<file path="config.mk">
export PLATFORM = sky130hd
export DESIGN_NAME = fpcsr_top
export DESIGN_NICKNAME = d
export VERILOG_FILES = /design/src/rtl/fpcsr_pkg.sv /design/src/rtl/fpcsr_exc_next.sv /design/src/rtl/fpcsr_rm_decode.sv /design/src/rtl/fpcsr_top.sv
export SDC_FILE = /design/constraint.sdc
export NUM_CORES = 1
export LEC_CHECK = 0
export BUFFER_PORTS_ARGS = -buffer_cell sky130_fd_sc_hd__buf_2
export CORE_MARGIN = 2
export CORE_UTILIZATION = 34
export CTS_CLUSTER_DIAMETER = 30
export DETAILED_ROUTE_END_ITERATION = 8
export GPL_TIMING_DRIVEN = 1
export PLACE_DENSITY = 0.74
export SLEW_MARGIN = 10
export SYNTH_ARGS = -nofsm -noshare
export SYNTH_HDL_FRONTEND = slang
export SYNTH_SLANG_ARGS = --single-unit
export TNS_END_PERCENT = 100
</file>
<file path="constraint.sdc">
create_clock -name clk -period 0.8 [get_ports clk]
set_input_delay 0.16 -clock clk [delete_from_list [all_inputs] [get_ports clk]]
set_output_delay 0.16 -clock clk [all_outputs]
set_load 0.02 [all_outputs]
</file>
<file path="src/rtl/fpcsr_pkg.sv">
package fpcsr_pkg;
    localparam int DATA_W    = 32;
    localparam int EXC_W     = 5;
    localparam int RM_W      = 2;
    localparam int AUX_W     = 10;
    localparam int LIVE_W    = RM_W + 2 * EXC_W + AUX_W;
    localparam int PAD_W     = DATA_W - LIVE_W;
    localparam logic [DATA_W-1:0] RESET_VAL = 32'h0004_0001;

    localparam logic [RM_W-1:0] RM_NEAREST = 2'b00;
    localparam logic [RM_W-1:0] RM_ZERO    = 2'b01;

    // Packed MSB first: aux[21:12], cause[11:7], flag[6:2], rm[1:0]
    typedef struct packed {
        logic [AUX_W-1:0] aux;
        logic [EXC_W-1:0] cause;
        logic [EXC_W-1:0] flag;
        logic [RM_W-1:0]  rm;
    } csr_t;
endpackage

</file>
<file path="src/rtl/fpcsr_exc_next.sv">
module fpcsr_exc_next #(
    parameter int W = 5
) (
    input  logic [W-1:0] hold_q,
    input  logic         wr_en,
    input  logic [W-1:0] wr_val,
    input  logic         clr,
    input  logic [W-1:0] set_vec,
    output logic [W-1:0] nxt_d
);
    // Per bit: clear beats write beats hold, then the new event is ORed on top.
    for (genvar i = 0; i < W; i++) begin : g_bit
        logic base;
        always_comb begin
            if (clr)        base = 1'b0;
            else if (wr_en) base = wr_val[i];
            else            base = hold_q[i];
            nxt_d[i] = base | set_vec[i];
        end
    end
endmodule

</file>
<file path="src/rtl/fpcsr_rm_decode.sv">
module fpcsr_rm_decode
    import fpcsr_pkg::*;
(
    input  logic [RM_W-1:0] rm_q,
    output logic [RM_W-1:0] rm_eff
);
    always_comb begin
        case (rm_q)
            RM_ZERO: rm_eff = RM_ZERO;
            default: rm_eff = RM_NEAREST;
        endcase
    end
endmodule

</file>
<file path="src/rtl/fpcsr_top.sv">
module fpcsr_top
    import fpcsr_pkg::*;
(
    input  logic              clk,
    input  logic              rst,
    input  logic              wr_en,
    input  logic [DATA_W-1:0] wr_data,
    output logic [DATA_W-1:0] rd_data,
    input  logic              op_start,
    input  logic [EXC_W-1:0]  exc_vec,
    output logic [RM_W-1:0]   rnd_mode
);
    csr_t reg_q, reg_d, wr_view;
    logic [EXC_W-1:0] cause_d, flag_d;
    logic unused_hi_bits;

    assign wr_view        = csr_t'(wr_data[LIVE_W-1:0]);
    assign unused_hi_bits = ^wr_data[DATA_W-1:LIVE_W];

    fpcsr_exc_next #(.W(EXC_W)) u_cause (
        .hold_q (reg_q.cause),
        .wr_en  (wr_en),
        .wr_val (wr_view.cause),
        .clr    (op_start),
        .set_vec(exc_vec),
        .nxt_d  (cause_d)
    );

    fpcsr_exc_next #(.W(EXC_W)) u_flag (
        .hold_q (reg_q.flag),
        .wr_en  (wr_en),
        .wr_val (wr_view.flag),
        .clr    (1'b0),
        .set_vec(exc_vec),
        .nxt_d  (flag_d)
    );

    fpcsr_rm_decode u_rm (
        .rm_q  (reg_q.rm),
        .rm_eff(rnd_mode)
    );

    always_comb begin
        reg_d       = reg_q;
        reg_d.cause = cause_d;
        reg_d.flag  = flag_d;
        if (wr_en) begin
            reg_d.rm  = wr_view.rm;
            reg_d.aux = wr_view.aux;
        end
    end

    always_ff @(posedge clk) begin
        if (rst) reg_q <= csr_t'(RESET_VAL[LIVE_W-1:0]);
        else     reg_q <= reg_d;
    end

    assign rd_data = {{PAD_W{1'b0}}, reg_q};

    a_r1_reset_load: assert property (@(posedge clk)
        $past(rst) |-> (rd_data == RESET_VAL));
    a_r3_cause_fresh: assert property (@(posedge clk) disable iff (rst)
        op_start |=> (reg_q.cause == $past(exc_vec)));
    a_r4_exc_recorded: assert property (@(posedge clk) disable iff (rst)
        (|exc_vec) |=> ((reg_q.cause & reg_q.flag & $past(exc_vec)) == $past(exc_vec)));
    a_r5_flag_sticky: assert property (@(posedge clk) disable iff (rst)
        !wr_en |=> ((reg_q.flag & $past(reg_q.flag)) == $past(reg_q.flag)));
    a_r9_rm_legal: assert property (@(posedge clk) disable iff (rst)
        rnd_mode[1] == 1'b0);
    a_r2_rm_hold: assert property (@(posedge clk) disable iff (rst)
        !wr_en |=> $stable(rd_data[RM_W-1:0]));
endmodule

</file>
==> results of run 1 <==
-- cell families after synthesis --
group | share of synthesized area (%)
simple gates | 6.71
mux | 21.5
buf+inv | 16.2
flops | 47.2
other cells | 0.402
compound gates | 7.92
-- how the worst max path moves through the flow --
stage,startpoint,endpoint,cells after the start
6_report,rd_data[1],rnd_mode[0],2
5_1_grt,rd_data[0],rnd_mode[0],2
4_1_cts,rd_data[0],rnd_mode[0],2
3_5_place_dp,wr_en,rd_data[11],4
3_3_place_gp,wr_en,rd_data[10],4
2_1_floorplan,rd_data[0],rd_data[0],2
-- through the flow --
stage	power (mW)	setup TNS [ns]	utilization (%)	setup WS [ns]
2_1_floorplan	1.60	0	-	0.00710
3_3_place_gp	1.73	-0.775	47.3	-0.0838
3_5_place_dp	1.75	-1.04	47.3	-0.106
4_1_cts	2.74	-3.63	56.5	-0.279
5_1_grt	2.86	-4.46	57.0	-0.295
6_report	2.71	-3.25	57.0	-0.259
-- cells in the mapped netlist, drive strengths merged --
| cell | count |
|---|---|
| a211o | 2 |
| a21oi | 5 |
| buf | 14 |
| clkbuf | 2 |
| conb | 1 |
| dfxtp | 22 |
| inv | 5 |
| mux2i | 20 |
| nor2 | 10 |
| nor2b | 3 |
| o22ai | 5 |
| or2 | 1 |
-- what timing repair did --
item	in CTS	in global routing
resized for setup	65	2
setup endpoints to repair	23	26
hold buffers	0	0
pin swaps	0	1
hold endpoints to repair	0	0
buffers inserted	2	1
-- cell type report --
type | count | area share [%]
flip-flops and latches | 22 | 32.4
clock inverters | 1 | 2.07
multi-input cells | 57 | 26.7
repair buffers | 60 | 33.4
well taps | 30 | 2.59
inverters | 5 | 1.29
clock buffers | 3 | 1.55
-- metal layers --
metal  part of all wire [%]  vias to the layer above  track usage (%)
met1                     38                      358             15.2
met5                      0                        -                0
met4                      0                        0             3.06
met3                    8.5                        0             3.46
met2                     53                       42             25.5
li1                       -                      399                -
-- power by group through the flow --
stage | clock, mW | sequential, mW | combinational [mW]
6_report | 0.841 | 1.24 | 0.626
5_1_grt | 0.930 | 1.25 | 0.674
3_3_place_gp | 0 | 1.23 | 0.503
2_1_floorplan | 0 | 1.33 | 0.273
3_5_place_dp | 0 | 1.24 | 0.516
4_1_cts | 0.879 | 1.24 | 0.618
==> results.py, run 1 <==
metrics = {
    "power_and_ir_drop": {
        "clkPwrFrac_pct": 31.0,
        "peakVddDrop_v": 0.00142,
        "p_int_mw": 2.01,
        "switchingPower_uw": 695,
        "combPwrFrac_pct": 23.1,
        "switching_share_pct": 25.7,
        "p_seq_share_pct": 45.8,
        "powerDensity_nw_per_um2": 1870,
        "p_leak_nw": 0.753,
    },
    "cells_and_area": {
        "regArea_sq_um": 470,
        "layout.cells.non_filler": 178,
        "largest_register_ffs": 22,
        "diodes": 0,
        "syn2layout_area_growth_pct": 55.7,
        "layout_common_cells": "buf_2, buf_6, dfxtp_2, mux2i_1, conb_1",
        "finalNetCount": 190,
        "drive_gt1_share_pct": 59.5,
        "fillers": 235,
        "multi_input_area_sq_um": 388,
        "finalInstanceArea_sq_um": 1450,
        "final_common_cell": "buf_2",
    },
    "timing": {
        "period_share_pct": 132,
        "rsz0062_at_grt": "true",
        "fin_ws_ns": -0.259,
        "setup_viol": 24,
        "skew_ns": 0,
        "fin_hold_ws_ns": 0.0617,
        "fmax_mhz": 944,
        "finalCriticalPeriod_ns": 1.06,
        "drv_slew": 0,
        "hold_viol_final": 0,
    },
    "drt": {
        "first_pass_iters": 4,
        "drt_iter0_drc": 5,
        "wl_per_cell_um": 12.1,
        "viasPerCell": 4.49,
        "via_count": 799,
        "drc_errors": 0,
        "antenna_left": 0,
        "routed_wl_um": 2160,
    },
    "hold_path": {
        "whs_endpoint": "rd_data[0]",
        "hold_depth": 2,
        "worstHoldStart": "wr_data[0]",
        "min_path_type": "input port to register",
    },
    "floorplanning": {
        "chipWidth_um": 56.4,
        "rows": 18,
        "dieHeight_um": 56.4,
        "core_area_sq_um": 2540,
        "ios": 75,
        "start_util_pct": 36.6,
        "dieArea_sq_um": 3180,
    },
    "setup_path": {
        "r2r_slack_ns": -0.03,
        "r2r_cells": 2,
        "endpoint_kind": "output port",
        "path_cells": "nor2b_4 -> buf_6",
        "crit_type": "register to output port",
        "crit_required_ns": 0.64,
        "crit_family": "flip-flops",
        "crit_path_top_delay_cell": "dfxtp_4",
        "worstPathMaxFanout": 3,
        "startpoint_type": "register",
        "r2r-start": "rd_data[0]",
        "crit_arrival_ns": 0.90,
        "crit_path_max_incr_delay_ns": 0.38,
        "r2r-end": "rd_data[0]",
        "crit_buf_inv": 1,
    },
    "flow_run": {
        "cap_violations": 0,
    },
    "global_route": {
        "grt-ovfl-total": 0,
        "grt_pass1_wl_um": 3420,
        "antenna_found_initial": 0,
        "grt_pass1_vias": 761,
        "grt_max_degree": 14,
        "track_usage_pct": 13.6,
    },
    "outcome": {
        "outcome": "finished with violations",
        "violations": "negative setup slack",
    },
    "synthesis": {
        "syn_area_sq_um": 932,
        "ys_ff_latch": 22,
        "synthTopCellsByArea": "dfxtp_1, mux2i_1, buf_4, nor2_1, o22ai_1",
        "post-synth-top-area-cell": "dfxtp_1",
        "synth_top_area_share_pct": 47.2,
        "syn_area_per_cell_sq_um": 10.4,
        "seq_area_frac_synth_pct": 47.2,
        "netlist_instances": 90,
        "ys_types": 14,
        "ys_warn_count": 0,
    },
    "cts": {
        "clock-sinks": 22,
        "cts_tree": "built",
        "cts_buffer_depth": 2,
        "clkLatencyLatePin_ns": 0.30,
        "htreeDepth": 1,
        "cts_buffers": 3,
        "clk_pin_slew_ns": 0.12,
        "root_buffer": "clkbuf_4",
    },
    "placement": {
        "dpl.hpwl_um": 1510,
        "place_area_sq_um": 1200,
        "place_inst": 171,
        "routabilityCongestion": 0.635,
        "portBuffers": 53,
    },
}
(Power assumes the default switching activity.)
==> run 2, diff against run 1 <==
--- a/config.mk
+++ b/config.mk
@@ -5,6 +5,7 @@
 export SDC_FILE = /design/constraint.sdc
 export NUM_CORES = 1
 export LEC_CHECK = 0
+export ABC_CLOCK_PERIOD_IN_PS = 800
 export BUFFER_PORTS_ARGS = -buffer_cell sky130_fd_sc_hd__buf_2
 export CORE_MARGIN = 2
 export CORE_UTILIZATION = 34
@@ -12,6 +13,7 @@
 export DETAILED_ROUTE_END_ITERATION = 8
 export GPL_TIMING_DRIVEN = 1
 export PLACE_DENSITY = 0.74
+export RECOVER_POWER = 100
 export SLEW_MARGIN = 10
 export SYNTH_ARGS = -nofsm -noshare
 export SYNTH_HDL_FRONTEND = slang
==> run 2 against run 1 <==
  * The run still ends with negative setup slack left
  * Worst hold slack is the same
  * Sequential cell count unchanged
  * Die area unchanged
  * First-iteration DRC count stayed put
  * Routed wire length did not move
  * Power fell by 0.50%
  * Non-clock buffer count did not move
  * Fmax unchanged
  * Clock skew did not move
  * Final cell count unchanged
  * Global-route usage did not move
==> results.py, run 2 (same netlist as run 1, synthesis figures left out) <==
metrics = {
    "timing": {
        "rsz0062_at_grt": "true",
        "fin_hold_ws_ns": 0.0617,
        "hold_viol_final": 0,
        "tns_ns": -3.71,
        "skew_ns": 0,
        "fin_ws_ns": -0.259,
        "finalCriticalPeriod_ns": 1.06,
        "drv_slew": 0,
        "fmax_mhz": 944,
        "setup_viol": 24,
        "period_share_pct": 132,
    },
    "drt": {
        "drc_errors": 0,
        "first_pass_iters": 4,
        "wl_per_cell_um": 12.1,
        "routed_wl_um": 2160,
        "via_count": 799,
        "antenna_left": 0,
        "viasPerCell": 4.49,
        "drt_iter0_drc": 5,
    },
    "placement": {
        "portBuffers": 53,
        "routabilityCongestion": 0.635,
        "dpl.hpwl_um": 1510,
        "place_inst": 171,
    },
    "setup_path": {
        "worstPathMaxFanout": 3,
        "startpoint_type": "register",
        "crit_arrival_ns": 0.90,
        "crit_path_top_delay_cell": "dfxtp_4",
        "crit_required_ns": 0.64,
        "crit_type": "register to output port",
        "endpoint_kind": "output port",
        "path_cells": "nor2b_4 -> buf_6",
        "crit_path_max_incr_delay_ns": 0.38,
    },
    "floorplanning": {
        "ios": 75,
        "core_area_sq_um": 2540,
        "start_util_pct": 36.6,
        "dieArea_sq_um": 3180,
        "chipWidth_um": 56.4,
        "dieHeight_um": 56.4,
        "rows": 18,
    },
    "flow_run": {
        "cap_violations": 0,
    },
    "global_route": {
        "grt-ovfl-total": 0,
        "grt_pass1_wl_um": 3420,
        "antenna_found_initial": 0,
        "grt_max_degree": 14,
        "grt_pass1_vias": 761,
        "track_usage_pct": 13.6,
    },
    "cells_and_area": {
        "largest_register_ffs": 22,
        "layout_common_cells": "buf_2, buf_6, mux2i_1, dfxtp_1, conb_1",
        "diodes": 0,
        "drive_gt1_share_pct": 47.3,
        "syn2layout_area_growth_pct": 53.3,
        "final_common_cell": "buf_2",
        "finalNetCount": 190,
        "layout.cells.non_filler": 178,
    },
    "power_and_ir_drop": {
        "p_seq_share_pct": 45.6,
        "switching_share_pct": 25.8,
        "combPwrFrac_pct": 23.2,
        "powerDensity_nw_per_um2": 1890,
        "switchingPower_uw": 695,
        "clkPwrFrac_pct": 31.2,
        "peakVddDrop_v": 0.00142,
        "p_leak_nw": 0.749,
        "p_int_mw": 2.00,
    },
    "cts": {
        "htreeDepth": 1,
        "clkLatencyLatePin_ns": 0.30,
        "clk_pin_slew_ns": 0.12,
        "root_buffer": "clkbuf_4",
        "cts_buffer_depth": 2,
        "cts_buffers": 3,
        "cts_tree": "built",
        "clock-sinks": 22,
    },
    "outcome": {
        "outcome": "finished with violations",
        "violations": "negative setup slack",
    },
    "hold_path": {
        "min_path_type": "input port to register",
    },
}
==> run 2: cell count changes in the layout (fill, tap and decap cells not counted) <==
cell / delta
dfxtp_1: +18
dfxtp_2: -18
==> run 2: power groups by stage <==
stage | clock network (mW) | logic, mW | registers (mW)
after floorplan | 0 | 0.273 | 1.33
after global placement | 0 | 0.503 | 1.23
after global routing | 0.930 | 0.672 | 1.24
after CTS | 0.879 | 0.618 | 1.24
final | 0.841 | 0.625 | 1.23
after detailed placement | 0 | 0.516 | 1.24
==> run 2: final timing paths <==
path | cells after the start | from | slack [ns] | to
setup / recovery | 2 | rd_data[1] | -0.26 | rnd_mode[0]
hold reg to reg | 2 | rd_data[14] | 0.53 | rd_data[14]
setup reg to reg | 2 | rd_data[0] | -0.03 | rd_data[0]
hold / removal | 2 | wr_data[0] | 0.06 | rd_data[0]
==> run 2: through the flow <==
stage / util, % / area, sq um / total power, mW / worst slack [ns]
2_1_floorplan: - / 980 / 1.60 / 0.00710
3_3_place_gp: 47.3 / 1200 / 1.73 / -0.0838
3_5_place_dp: 47.3 / 1200 / 1.75 / -0.106
4_1_cts: 56.5 / 1440 / 2.74 / -0.279
5_1_grt: 56.1 / 1430 / 2.84 / -0.295
6_report: 56.1 / 1430 / 2.70 / -0.259
==> run 2: metal layers <==
metal / track usage [%] / part of all wire, % / vias up
met3: 3.46 / 8.5 / 0
li1: - / - / 399
met4: 3.06 / 0 / 0
met1: 15.2 / 38 / 358
met2: 25.5 / 53 / 42
met5: 0 / 0 / -
==> run 2: cell type report <==
| cell class | instances | area, sq um |
|---|---|---|
| clock inverters | 1 | 30.0 |
| repair buffers | 60 | 484 |
| clock buffers | 3 | 22.5 |
| fillers | 242 | 1120 |
| flip-flops and latches | 22 | 448 |
| well taps | 30 | 37.5 |
| multi-input cells | 57 | 388 |
| inverters | 5 | 18.8 |
==> run 2: timing repair <==
| action | CTS | global route |
|---|---|---|
| hold buffers | 0 | 0 |
| setup buffers | 2 | 1 |
| endpoints found under the hold margin | 0 | 0 |
| resized for setup | 65 | 2 |
| setup endpoints to repair | 23 | 26 |
| pin swaps | 0 | 1 |
==> run 2: worst max-delay path, delay by kind of cell (launching register included) <==
family | cells | cell delay [ns]
flip-flops | 1 | 0.38
AND/OR/NAND/NOR | 1 | 0.11
buffers and inverters | 1 | 0.12
